$ cat src/rtl/qmix_pkg.sv
// Shared types and the gate-level mixing function for the I/Q upconverter.
package qmix_pkg;

    // Carrier phase index: one step per RF clock, four per carrier period.
    typedef logic [1:0] qphase_t;

    localparam qphase_t PH_ZERO = 2'd0;
    localparam qphase_t PH_LAST = 2'd3;

    // Digital mixing: phase bit 0 picks the I or Q branch, and phase bit 1
    // is the carrier sign, applied with an XOR instead of a multiplier.
    function automatic logic mix_bit(input qphase_t ph, input logic di, input logic dq);
        logic branch;
        branch = ph[0] ? dq : di;
        return branch ^ ph[1];
    endfunction

endpackage

$ cat src/rtl/qmix_phase_gen.sv
// Carrier phase and carrier-period counters.
// Assumes one RF clock per quarter carrier period. Both counters advance only
// while enabled. Sync forces the present edge to phase 0 of period 0.
module qmix_phase_gen #(
    parameter int SAMPLE_DIV = 1
) (
    input  logic              clk,
    input  logic              rst_n,
    input  logic              en,
    input  logic              sync,
    output qmix_pkg::qphase_t eff_phase,
    output logic              sample_edge
);
    import qmix_pkg::*;

    localparam int CW = (SAMPLE_DIV > 1) ? $clog2(SAMPLE_DIV) : 1;
    localparam logic [CW-1:0] PER_LAST = CW'(SAMPLE_DIV - 1);

    qphase_t       ph_q;
    logic [CW-1:0] per_q;
    logic [CW-1:0] eff_per;

    // Effective position for this edge, with sync overriding the counters.
    always_comb begin
        eff_phase   = (en && sync) ? PH_ZERO : ph_q;
        eff_per     = (en && sync) ? '0 : per_q;
        sample_edge = en && (eff_phase == PH_ZERO) && (eff_per == '0);
    end

    // Advance the phase, and the period count at the end of each carrier period.
    always_ff @(posedge clk) begin
        if (!rst_n) begin
            ph_q  <= PH_ZERO;
            per_q <= '0;
        end else if (en) begin
            ph_q <= qphase_t'(eff_phase + 2'd1);
            if (eff_phase == PH_LAST)
                per_q <= (eff_per == PER_LAST) ? '0 : eff_per + 1'b1;
            else
                per_q <= eff_per;
        end
    end

    // the period count never leaves its range.
    a_r6_period_range: assert property (@(posedge clk) disable iff (!rst_n)
        per_q <= PER_LAST);

endmodule

$ cat src/rtl/qmix_sample_latch.sv
// Holds the coded I/Q pair in use and the last strobed pair waiting for the
// next sample boundary. Assumes load is high only on boundary edges.
// cur_i/cur_q give the pair that applies at the present edge.
module qmix_sample_latch (
    input  logic clk,
    input  logic rst_n,
    input  logic strobe,
    input  logic i_in,
    input  logic q_in,
    input  logic load,
    output logic cur_i,
    output logic cur_q
);
    logic pend_i, pend_q;
    logic act_i, act_q;
    logic nxt_i, nxt_q;

    // Pair that would be taken at a boundary, with a fresh strobe first.
    always_comb begin
        nxt_i = strobe ? i_in : pend_i;
        nxt_q = strobe ? q_in : pend_q;
        cur_i = load ? nxt_i : act_i;
        cur_q = load ? nxt_q : act_q;
    end

    // Capture every strobed pair as the pending pair.
    always_ff @(posedge clk) begin
        if (!rst_n) begin
            pend_i <= 1'b0;
            pend_q <= 1'b0;
        end else if (strobe) begin
            pend_i <= i_in;
            pend_q <= q_in;
        end
    end

    // Replace the pair in use only at a sample boundary.
    always_ff @(posedge clk) begin
        if (!rst_n) begin
            act_i <= 1'b0;
            act_q <= 1'b0;
        end else if (load) begin
            act_i <= nxt_i;
            act_q <= nxt_q;
        end
    end

    // between boundaries the pair in use does not move.
    a_r5_hold_between: assert property (@(posedge clk) disable iff (!rst_n)
        !load |=> $stable({act_i, act_q}));

    // a strobe on the boundary edge is taken directly.
    a_r5_fresh_on_edge: assert property (@(posedge clk) disable iff (!rst_n)
        (load && strobe) |=> (act_i == $past(i_in)) && (act_q == $past(q_in)));

endmodule

$ cat src/rtl/qmix_mixer.sv
// Registered quadrature mixer. Applies the carrier sign and branch selection
// for the effective phase, and forces a 0 output while disabled.
// Assumes the data inputs are already the pair valid at this edge.
module qmix_mixer (
    input  logic              clk,
    input  logic              rst_n,
    input  logic              en,
    input  qmix_pkg::qphase_t eff_phase,
    input  logic              di,
    input  logic              dq,
    output logic              rf_bit,
    output qmix_pkg::qphase_t phase_idx
);
    import qmix_pkg::*;

    // Register the mixed bit together with the phase it belongs to.
    always_ff @(posedge clk) begin
        if (!rst_n) begin
            rf_bit    <= 1'b0;
            phase_idx <= PH_ZERO;
        end else if (en) begin
            rf_bit    <= mix_bit(eff_phase, di, dq);
            phase_idx <= eff_phase;
        end else begin
            rf_bit    <= 1'b0;
        end
    end

    // disabled edges give a 0 output and a held phase.
    a_r7_quiet_when_off: assert property (@(posedge clk) disable iff (!rst_n)
        !en |=> (!rf_bit && $stable(phase_idx)));

    // within one enabled carrier period, phase 2 is the complement of phase 0.
    a_r8_balanced_period: assert property (@(posedge clk) disable iff (!rst_n)
        (phase_idx == 2'd2 && $past(phase_idx) == 2'd1 && $past(phase_idx, 2) == 2'd0
         && $past(en) && $past(en, 2) && $past(en, 3))
        |-> (rf_bit == !$past(rf_bit, 2)));

endmodule

$ cat src/rtl/qmix_upconv.sv
// Cartesian coded I/Q digital upconverter, top level.
// Assumes clk is the RF clock at four times the carrier and is shared with
// the coders, so phase, period and sample boundary all come from one source.
module qmix_upconv #(
    parameter int SAMPLE_DIV = 1
) (
    input  logic       clk,
    input  logic       rst_n,
    input  logic       en,
    input  logic       sync,
    input  logic       strobe,
    input  logic       i_bit,
    input  logic       q_bit,
    output logic       rf_bit,
    output logic [1:0] phase_idx
);
    import qmix_pkg::*;

    qphase_t eff_phase;
    logic    sample_edge;
    logic    cur_i, cur_q;
    qphase_t phase_out;

    qmix_phase_gen #(.SAMPLE_DIV(SAMPLE_DIV)) phase_gen_i (
        .clk        (clk),
        .rst_n      (rst_n),
        .en         (en),
        .sync       (sync),
        .eff_phase  (eff_phase),
        .sample_edge(sample_edge)
    );

    qmix_sample_latch latch_i (
        .clk   (clk),
        .rst_n (rst_n),
        .strobe(strobe),
        .i_in  (i_bit),
        .q_in  (q_bit),
        .load  (sample_edge),
        .cur_i (cur_i),
        .cur_q (cur_q)
    );

    qmix_mixer mixer_i (
        .clk      (clk),
        .rst_n    (rst_n),
        .en       (en),
        .eff_phase(eff_phase),
        .di       (cur_i),
        .dq       (cur_q),
        .rf_bit   (rf_bit),
        .phase_idx(phase_out)
    );

    assign phase_idx = phase_out;

    // consecutive enabled edges without sync step the reported phase by one.
    a_r2_phase_step: assert property (@(posedge clk) disable iff (!rst_n)
        (en && !sync && $past(en) && $past(rst_n))
        |=> (phase_idx == 2'($past(phase_idx) + 2'd1)));

    // an enabled sync edge reports phase 0.
    a_r3_sync_zero: assert property (@(posedge clk) disable iff (!rst_n)
        (en && sync) |=> (phase_idx == 2'd0));

endmodule

$ cat config.mk
export PLATFORM = sky130hd
export DESIGN_NAME = qmix_upconv
export DESIGN_NICKNAME = d
export VERILOG_FILES = /design/src/rtl/qmix_pkg.sv /design/src/rtl/qmix_phase_gen.sv /design/src/rtl/qmix_sample_latch.sv /design/src/rtl/qmix_mixer.sv /design/src/rtl/qmix_upconv.sv
export SDC_FILE = /design/constraint.sdc
export NUM_CORES = 1
export LEC_CHECK = 0
export BUFFER_PORTS_ARGS = -buffer_cell sky130_fd_sc_hd__buf_2
export CORE_AREA = 2 2 39 41
export DETAILED_ROUTE_END_ITERATION = 16
export DIE_AREA = 0 0 41 43
export SLEW_MARGIN = 20
export SYNTH_ARGS = -nofsm -noshare
export SYNTH_HDL_FRONTEND = slang
export SYNTH_HIERARCHICAL = 1
export SYNTH_SLANG_ARGS = --single-unit
$ cat constraint.sdc
create_clock -name clk -period 2.15 [get_ports clk]
set_input_delay 0.645 -clock clk [delete_from_list [all_inputs] [get_ports clk]]
set_output_delay 0.645 -clock clk [all_outputs]
set_load 0.03 [all_outputs]
# Word-level counts from Yosys, hierarchy flattened
# Index checks and enable logic that the tools add are counted.
dict set report word_totals {
  regBits 10
  inputBits 7
  out_inout_bits 3
}
dict set report op_classes {
  n_addsub 2
  n_eq_ne 1
  muxes 9
  bitwise 2
  reduce_logical 5
}
# cell count
set ops {}
lappend ops {{1-bit 2-to-1 mux} 8}
lappend ops {{1-bit logical AND} 3}
lappend ops {{2-bit by 1-bit adder with 2-bit output (second input constant)} 1}
lappend ops {{2-bit equality test (second input constant)} 1}
lappend ops {{2-bit logical NOT} 1}
lappend ops {{2-bit 2-to-1 mux} 1}
lappend ops {{2-bit AND reduction} 1}
lappend ops {{1-bit adder (second input constant)} 1}
lappend ops {{1-bit inverter} 1}
lappend ops {{1-bit bitwise XOR} 1}

# Depth between registers and ports, before layout
# Gate-level depths: netlist of the first run.
dict set report depth {
  ltp_word 8
  depth_mapped 9
}

# By module
# The synthesis of the first run kept the hierarchy.
# module instances cells_each area_per_inst_um2 seq_area_each_um2
set modules_own_cells {}
lappend modules_own_cells {qmix_phase_gen 1 19 162.7 60.1}
lappend modules_own_cells {qmix_sample_latch 1 16 150.1 80.1}
lappend modules_own_cells {qmix_mixer 1 11 125.1 60.1}

# Worst setup path after synthesis of the first run
# Ideal clock, no wire load.
dict set report synth_timing {
  path_kind {input-to-reg}
  start {input sync}
  end {register mixer_i.rf_bit}
  setup_ns 0.072
  arrival_time_ns 1.731
  required_time_ns 2.078
  setup_slack_ns 0.348
  stages 8
  path_buffers 0
  path_cell_list {nand2_1 nand2_1 ha_1 nand2_1 a21oi_1 a21oi_1 mux2i_1 mux2i_1}
}
dict set report synth_between {
  elab_chain_cells 8
}
# item line
set synth_lines {}
lappend synth_lines {{start: declaration} qmix_upconv.sv:10} ;# input logic sync,
lappend synth_lines {{1-bit logical AND (*)} {qmix_phase_gen.sv:25, qmix_phase_gen.sv:26}}
lappend synth_lines {{2-bit 2-to-1 mux} qmix_phase_gen.sv:25} ;# eff_phase = (en && sync) ? PH_ZERO : ph_q;
lappend synth_lines {{2-bit logical NOT} qmix_phase_gen.sv:27} ;# sample_edge = en && (eff_phase == PH_ZERO) && (eff_per == '0);
lappend synth_lines {{1-bit logical AND} qmix_phase_gen.sv:27}
lappend synth_lines {{1-bit logical AND (*)} qmix_phase_gen.sv:27}
lappend synth_lines {{named net sample_edge} qmix_upconv.sv:20} ;# logic sample_edge;
lappend synth_lines {{1-bit 2-to-1 mux (*)} --}
lappend synth_lines {{named net cur_q} qmix_upconv.sv:21} ;# logic cur_i, cur_q;
lappend synth_lines {{1-bit 2-to-1 mux (*)} qmix_pkg.sv:14} ;# branch = ph[0] ? dq : di;
lappend synth_lines {{1-bit bitwise XOR (*)} qmix_pkg.sv:15} ;# return branch ^ ph[1];
lappend synth_lines {{end signal: assignment} qmix_mixer.sv:22} ;# rf_bit <= mix_bit(eff_phase, di, dq);
lappend synth_lines {{end: declaration} qmix_mixer.sv:11} ;# output logic rf_bit,
# The timed path passes the listed nets; every way through them passes the cells marked *.
# A chain may end at the register's enable or synchronous reset.

# Worst setup path in the final report of the first run
dict set report layout_timing {
  start {input sync}
  end {register mixer_i.rf_bit}
}
dict set report layout_between {
  elab_chain_cells 8
}
# item line
set layout_lines {}
lappend layout_lines {{1-bit logical AND (*)} {qmix_phase_gen.sv:25, qmix_phase_gen.sv:26}}
lappend layout_lines {{2-bit 2-to-1 mux} qmix_phase_gen.sv:25}
lappend layout_lines {{2-bit logical NOT} qmix_phase_gen.sv:27}
lappend layout_lines {{1-bit logical AND} qmix_phase_gen.sv:27}
lappend layout_lines {{1-bit logical AND (*)} qmix_phase_gen.sv:27}
lappend layout_lines {{named net sample_edge} qmix_upconv.sv:20}
lappend layout_lines {{1-bit 2-to-1 mux (*)} --}
lappend layout_lines {{named net cur_i} qmix_upconv.sv:21}
lappend layout_lines {{1-bit 2-to-1 mux (*)} qmix_pkg.sv:14}
lappend layout_lines {{1-bit bitwise XOR (*)} qmix_pkg.sv:15}
# Marks and branches as above.

==> flow_metrics.py, run 1 <==
metrics = {
    "outcome": {
        "status": "complete, no violations",
    },
    "routing": {
        "wire_per_inst_um": 10.14,
        "first_pass_iters": 2,
        "vias_per_cell": 4.675,
        "num_vias": 360,
        "drc": 0,
        "wl_um": 781,
        "antenna_left": 0,
        "initialDrtViolationCount": 3,
    },
    "sta": {
        "slew_headroom_pct": 81.54,
        "drv_slew": 0,
        "tns_ns": 0,
        "finalCriticalPeriod_ns": 1.692,
        "finalSetupViolations": 0,
        "fin_hold_ws_ns": 0.4816,
        "rsz0062_at_grt": "false",
        "fin_worst_skew_ns": 0.003325,
        "tightest_slew_ns": 0.2692,
        "fmax_mhz": 590.9,
        "fin_crit_sh_pct": 78.71,
        "setup_ws_ns": 0.4577,
        "finalHoldViolations": 0,
    },
    "placed_design": {
        "dpl.hpwl_um": 569.3,
        "io_buffers": 9,
        "place_inst": 73,
        "place_ws_ns": 0.1751,
        "place_congestion": 0.6857,
    },
    "cts": {
        "worstSkewPairLatency_ns": 0.27,
        "cts.clk_slew.worst_paths_ns": 0.06,
        "hold_buffers": 0,
        "cts_root_buf": "clkbuf_4",
        "ctsResizeCount": 0,
        "cts_buffer_depth": 2,
        "cts_sinks": 10,
        "cts_setup_buffers": 0,
        "cts-buffers-inserted": 3,
        "htreeDepth": 1,
        "tritoncts": "done",
    },
    "global_routing": {
        "grt_max_degree": 12,
        "first_global_vias": 364,
        "grt_pass1_wl_um": 1462,
        "antenna_found_initial": 0,
        "grt_use_total_pct": 13.08,
        "overflow": 0,
    },
    "yosys": {
        "yosysUniqueCellTypes": 14,
        "synth_top_area_share_pct": 45.71,
        "syn_inst": 46,
        "synth.cell_area_um2": 437.9,
        "synth_fp_nets": 55,
        "yosysSeqAreaShare_pct": 45.71,
        "yosys_warnings": 6,
        "ys_ff_latch": 10,
        "synth.area.top_cells": "dfxtp_1, mux2i_1, nor2b_1, a21oi_1, ha_1",
        "yosysTopAreaCell": "dfxtp_1",
        "synth_area_per_cell_um2": 9.520,
    },
    "setup_path": {
        "endpoint_kind": "flop",
        "cp.arrival_ns": 1.89,
        "required_ns": 2.35,
        "critPathKind": "in2reg",
        "r2r_slack_ns": 0.71,
        "startpoint_type": "primary input",
        "crit_path_max_fanout": 8,
    },
    "cells_and_area": {
        "diodes": 0,
        "fin_cells": 77,
        "mostFrequentLayoutCells": "dfxtp_1, buf_2, mux2i_1",
        "drive_gt1_share_pct": 27.87,
        "seqCellArea_um2": 200.2,
        "layout_commonest_cell": "dfxtp_1",
        "fill_cells": 149,
        "utilization_pct": 40.05,
        "multiInputGateArea_um2": 234.0,
        "final_nets": 71,
        "area_growth_pct": 26.57,
    },
    "floorplan": {
        "die_h_um": 43,
        "fp-row-count": 14,
        "core_area_um2": 1384,
        "start_util_pct": 31.65,
        "boundaryPins": 10,
        "dieArea_um2": 1763,
        "fp.dieW_um": 41,
    },
    "power": {
        "p_seq_share_pct": 46.4,
        "peakVddDrop_v": 0.0003751,
        "p_per_area_nw_per_um2": 782.3,
        "combPwrFrac_pct": 14.5,
        "pwr-share-clk_pct": 39.1,
        "p_sw_share_pct": 24.36,
        "p_switching_uw": 105.6,
        "intPower_uw": 328.0,
        "leakagePower_uw": 0.0002629,
    },
    "worst_hold_path": {
        "worstHoldPathType": "reg2reg",
    },
    "flow_run": {
        "cap_violations": 0,
    },
}
==> worst max-delay path, stage by stage <==
cell and delay, ns:
buf_2 0.11, nand2_1 0.11, nand2_1 0.07, ha_1 0.19, nand2_1 0.06, a21oi_1 0.04, buf_4 0.16, nor2_1 0.10
a21oi_1 0.05, mux2i_1 0.16, mux2i_1 0.19
==> final cells by class <==
| cell class | instances | share of cell area, % |
|---|---|---|
| well taps | 16 | 3.612 |
| multi-input cells | 35 | 42.21 |
| inverters | 1 | 0.6772 |
| flip-flops and latches | 10 | 36.12 |
| clock buffers | 4 | 6.546 |
| repair buffers | 11 | 10.84 |
==> power groups by stage <==
| stage | clock, µW | sequential [µW] | combinational [µW] |
|---|---|---|---|
| 2_1_floorplan | 0 | 210 | 35.2 |
| 3_3_place_gp | 0 | 205 | 62.3 |
| 3_5_place_dp | 0 | 205 | 64.2 |
| 4_1_cts | 179 | 201 | 64.3 |
| 5_1_grt | 195 | 203 | 72.4 |
| 6_report | 169 | 201 | 63.1 |
==> kinds of logic (layout without fill, tap and decap cells) <==
family          count (synthesis)  after routing  synth area share, %
buf+inv                         1             16               0.8563
simple gates                   16             16                20.00
compound gates                 10             10                11.71
flops                          10             10                45.71
mux                             7              7                16.00
fa+ha+maj                       2              2                5.713
==> path summary, 6_finish.rpt <==
check                             end  cells past startpoint           startpoint
hold / removal    phase_gen_i/ph_q[0]                      1  phase_gen_i/ph_q[0]
setup reg to reg       mixer_i/rf_bit                      9  phase_gen_i/ph_q[0]
hold reg to reg   phase_gen_i/ph_q[0]                      1  phase_gen_i/ph_q[0]
setup / recovery       mixer_i/rf_bit                     11                 sync
==> layer usage <==
layer	part of all wire, %	wire length (µm)	global-route usage, %
met2	44	345	17.81
met4	0.51	4	6.000
met3	7.7	60	9.424
met1	47	370	14.89
met5	0	0	0
==> stage by stage <==
step	instance area [µm²]	power [µW]
finish	554.3	433.6
global route	554.3	470.1
CTS	554.3	444.0
detailed placement	518.0	269.5
global placement	518.0	267.3
floorplan	437.9	245.2
==> state kept, by name (all words and copies together) (netlist names) <==
register           flops
latch_i/act_i          1
latch_i/act_q          1
latch_i/pend_i         1
latch_i/pend_q         1
mixer_i/phase_idx      2
mixer_i/rf_bit         1
phase_gen_i/per_q      1
phase_gen_i/ph_q       2
==> synth_stat cells <==
cell type   n
a21oi_1     5
a31oi_1     1
and2_2      2
and3_1      1
dfxtp_1    10
ha_1        2
inv_1       1
mux2i_1     7
nand2_1     4
nand3_1     1
nand3b_1    1
nor2_1      2
nor2b_1     5
o21ai_0     4
Note: power is estimated with default switching activity, not from simulation.
==> inputs of run 2 (changes only) <==
- clock period: 2.15 -> 1.7 ns (I/O delays scaled with it)
==> flow_metrics.py, run 2 (synthesis gave the netlist of run 1 again) <==
metrics = {
    "outcome": {
        "status": "complete, no violations",
    },
    "placed_design": {
        "io_buffers": 9,
        "dpl.hpwl_um": 661.8,
        "place_congestion": 0.7215,
        "place_inst": 75,
        "placed_cell_area_um2": 533.0,
    },
    "routing": {
        "vias_per_cell": 4.628,
        "wl_um": 827,
        "antenna_left": 0,
        "drc": 0,
        "wire_per_inst_um": 10.60,
        "first_pass_iters": 1,
        "initialDrtViolationCount": 0,
        "num_vias": 361,
    },
    "cts": {
        "tritoncts": "done",
        "cts-buffers-inserted": 3,
        "cts_sinks": 10,
        "cts_setup_buffers": 0,
        "cts.clk_slew.worst_paths_ns": 0.06,
        "htreeDepth": 1,
        "worstSkewPairLatency_ns": 0.26,
        "cts_buffer_depth": 2,
        "cts_root_buf": "clkbuf_4",
    },
    "setup_path": {
        "crit_chain": "buf_2 -> nand2_2 -> nand2_1 -> ha_1 -> nand2_1 -> a21oi_1 -> buf_4 -> nor2_1 -> a21oi_1 -> mux2i_1 -> mux2i_1",
        "startpoint_type": "primary input",
        "crit_path_max_incr_delay_ns": 0.20,
        "crit_path_max_fanout": 7,
        "cp.arrival_ns": 1.70,
        "slowest_stage": "mux2i_1",
        "cpLargestDelayFamily": "multiplexers",
        "cp_num_buf_inv": 2,
        "path_depth": 11,
        "r2r.worst_path.cells": 9,
        "required_ns": 1.89,
        "critPathKind": "in2reg",
        "endpoint_kind": "flop",
    },
    "global_routing": {
        "antenna_found_initial": 0,
        "grt_max_degree": 12,
        "grt_pass1_wl_um": 1400,
        "overflow": 0,
        "first_global_vias": 363,
        "grt_use_total_pct": 12.47,
    },
    "floorplan": {
        "fp.dieW_um": 41,
        "start_util_pct": 31.65,
        "fp-row-count": 14,
        "die_h_um": 43,
        "boundaryPins": 10,
        "dieArea_um2": 1763,
        "core_area_um2": 1384,
    },
    "cells_and_area": {
        "layout_commonest_cell": "dfxtp_1",
        "drive_gt1_share_pct": 30.65,
        "reg_top3": "mixer_i/phase_idx: 2 flops, phase_gen_i/ph_q: 2 flops",
        "final_nets": 73,
        "fin_cells": 78,
        "utilization_pct": 40.33,
        "area_growth_pct": 27.43,
        "stdcell_area_um2": 558.0,
        "mostFrequentLayoutCells": "dfxtp_1, buf_2, mux2i_1",
        "diodes": 0,
    },
    "sta": {
        "fin_worst_skew_ns": 0.002852,
        "finalSetupViolations": 0,
        "fin_hold_ws_ns": 0.4860,
        "fmax_mhz": 663.9,
        "rsz0062_at_grt": "false",
        "fin_crit_sh_pct": 88.60,
        "drv_slew": 0,
        "finalCriticalPeriod_ns": 1.506,
        "slew_headroom_pct": 83.01,
        "finalHoldViolations": 0,
        "tightest_slew_ns": 0.2477,
    },
    "worst_hold_path": {
        "whs_path_depth": 1,
        "worstHoldPathType": "reg2reg",
    },
    "power": {
        "peakVddDrop_v": 0.0003023,
        "leakagePower_uw": 0.0002659,
        "finalPower_uw": 494.8,
        "p_per_area_nw_per_um2": 886.6,
    },
    "flow_run": {
        "cap_violations": 0,
    },
}
-- run 2: metrics by stage --
| stage | setup TNS [ns] | setup slack (ns) |
|---|---|---|
| finish | 0 | 0.1937 |
| floorplan | 0 | 0.03276 |
| detailed placement | -0.1121 | -0.1071 |
| global route | 0 | 0.02848 |
| CTS | 0 | 0.1721 |
| global placement | -0.08095 | -0.08095 |
-- run 2: cell type report --
type,instances,area (µm²)
Inverter,1,3.754
Timing Repair Buffer,13,75.07
Fill cell,143,825.8
Tap cell,16,20.02
Sequential cell,10,200.2
Clock buffer,3,22.52
Multi-Input combinational cell,35,236.5
-- run 2: final timing paths --
check	from	to	slack, ns
worst min register to register	phase_gen_i/per_q	phase_gen_i/per_q	0.49
worst max-delay path	sync	mixer_i/rf_bit	0.19
worst max register to register	phase_gen_i/ph_q[0]	mixer_i/rf_bit	0.27
worst min-delay path	phase_gen_i/per_q	phase_gen_i/per_q	0.49
-- run 2: routing by layer --
metal	vias to the layer above	GRT usage [%]	routed length [µm]
met3	2	3.141	42
met2	8	19.69	423
met4	0	10.00	4
met1	156	12.94	356
li1	195	-	-
met5	-	0	0
-- run 2: what timing repair did --
item | in CTS | in global routing
gates resized for setup | 0 | 1
endpoints found under the hold margin | 0 | 0
hold buffers | 0 | 0
setup endpoints to repair | 0 | 1
-- run 2: power breakdown --
part | switching (µW) | total, µW | internal, µW
Clock | 72.8 | 154 | 81.4
Combinational | 45.1 | 85.6 | 40.5
Sequential | 6.51 | 255 | 248
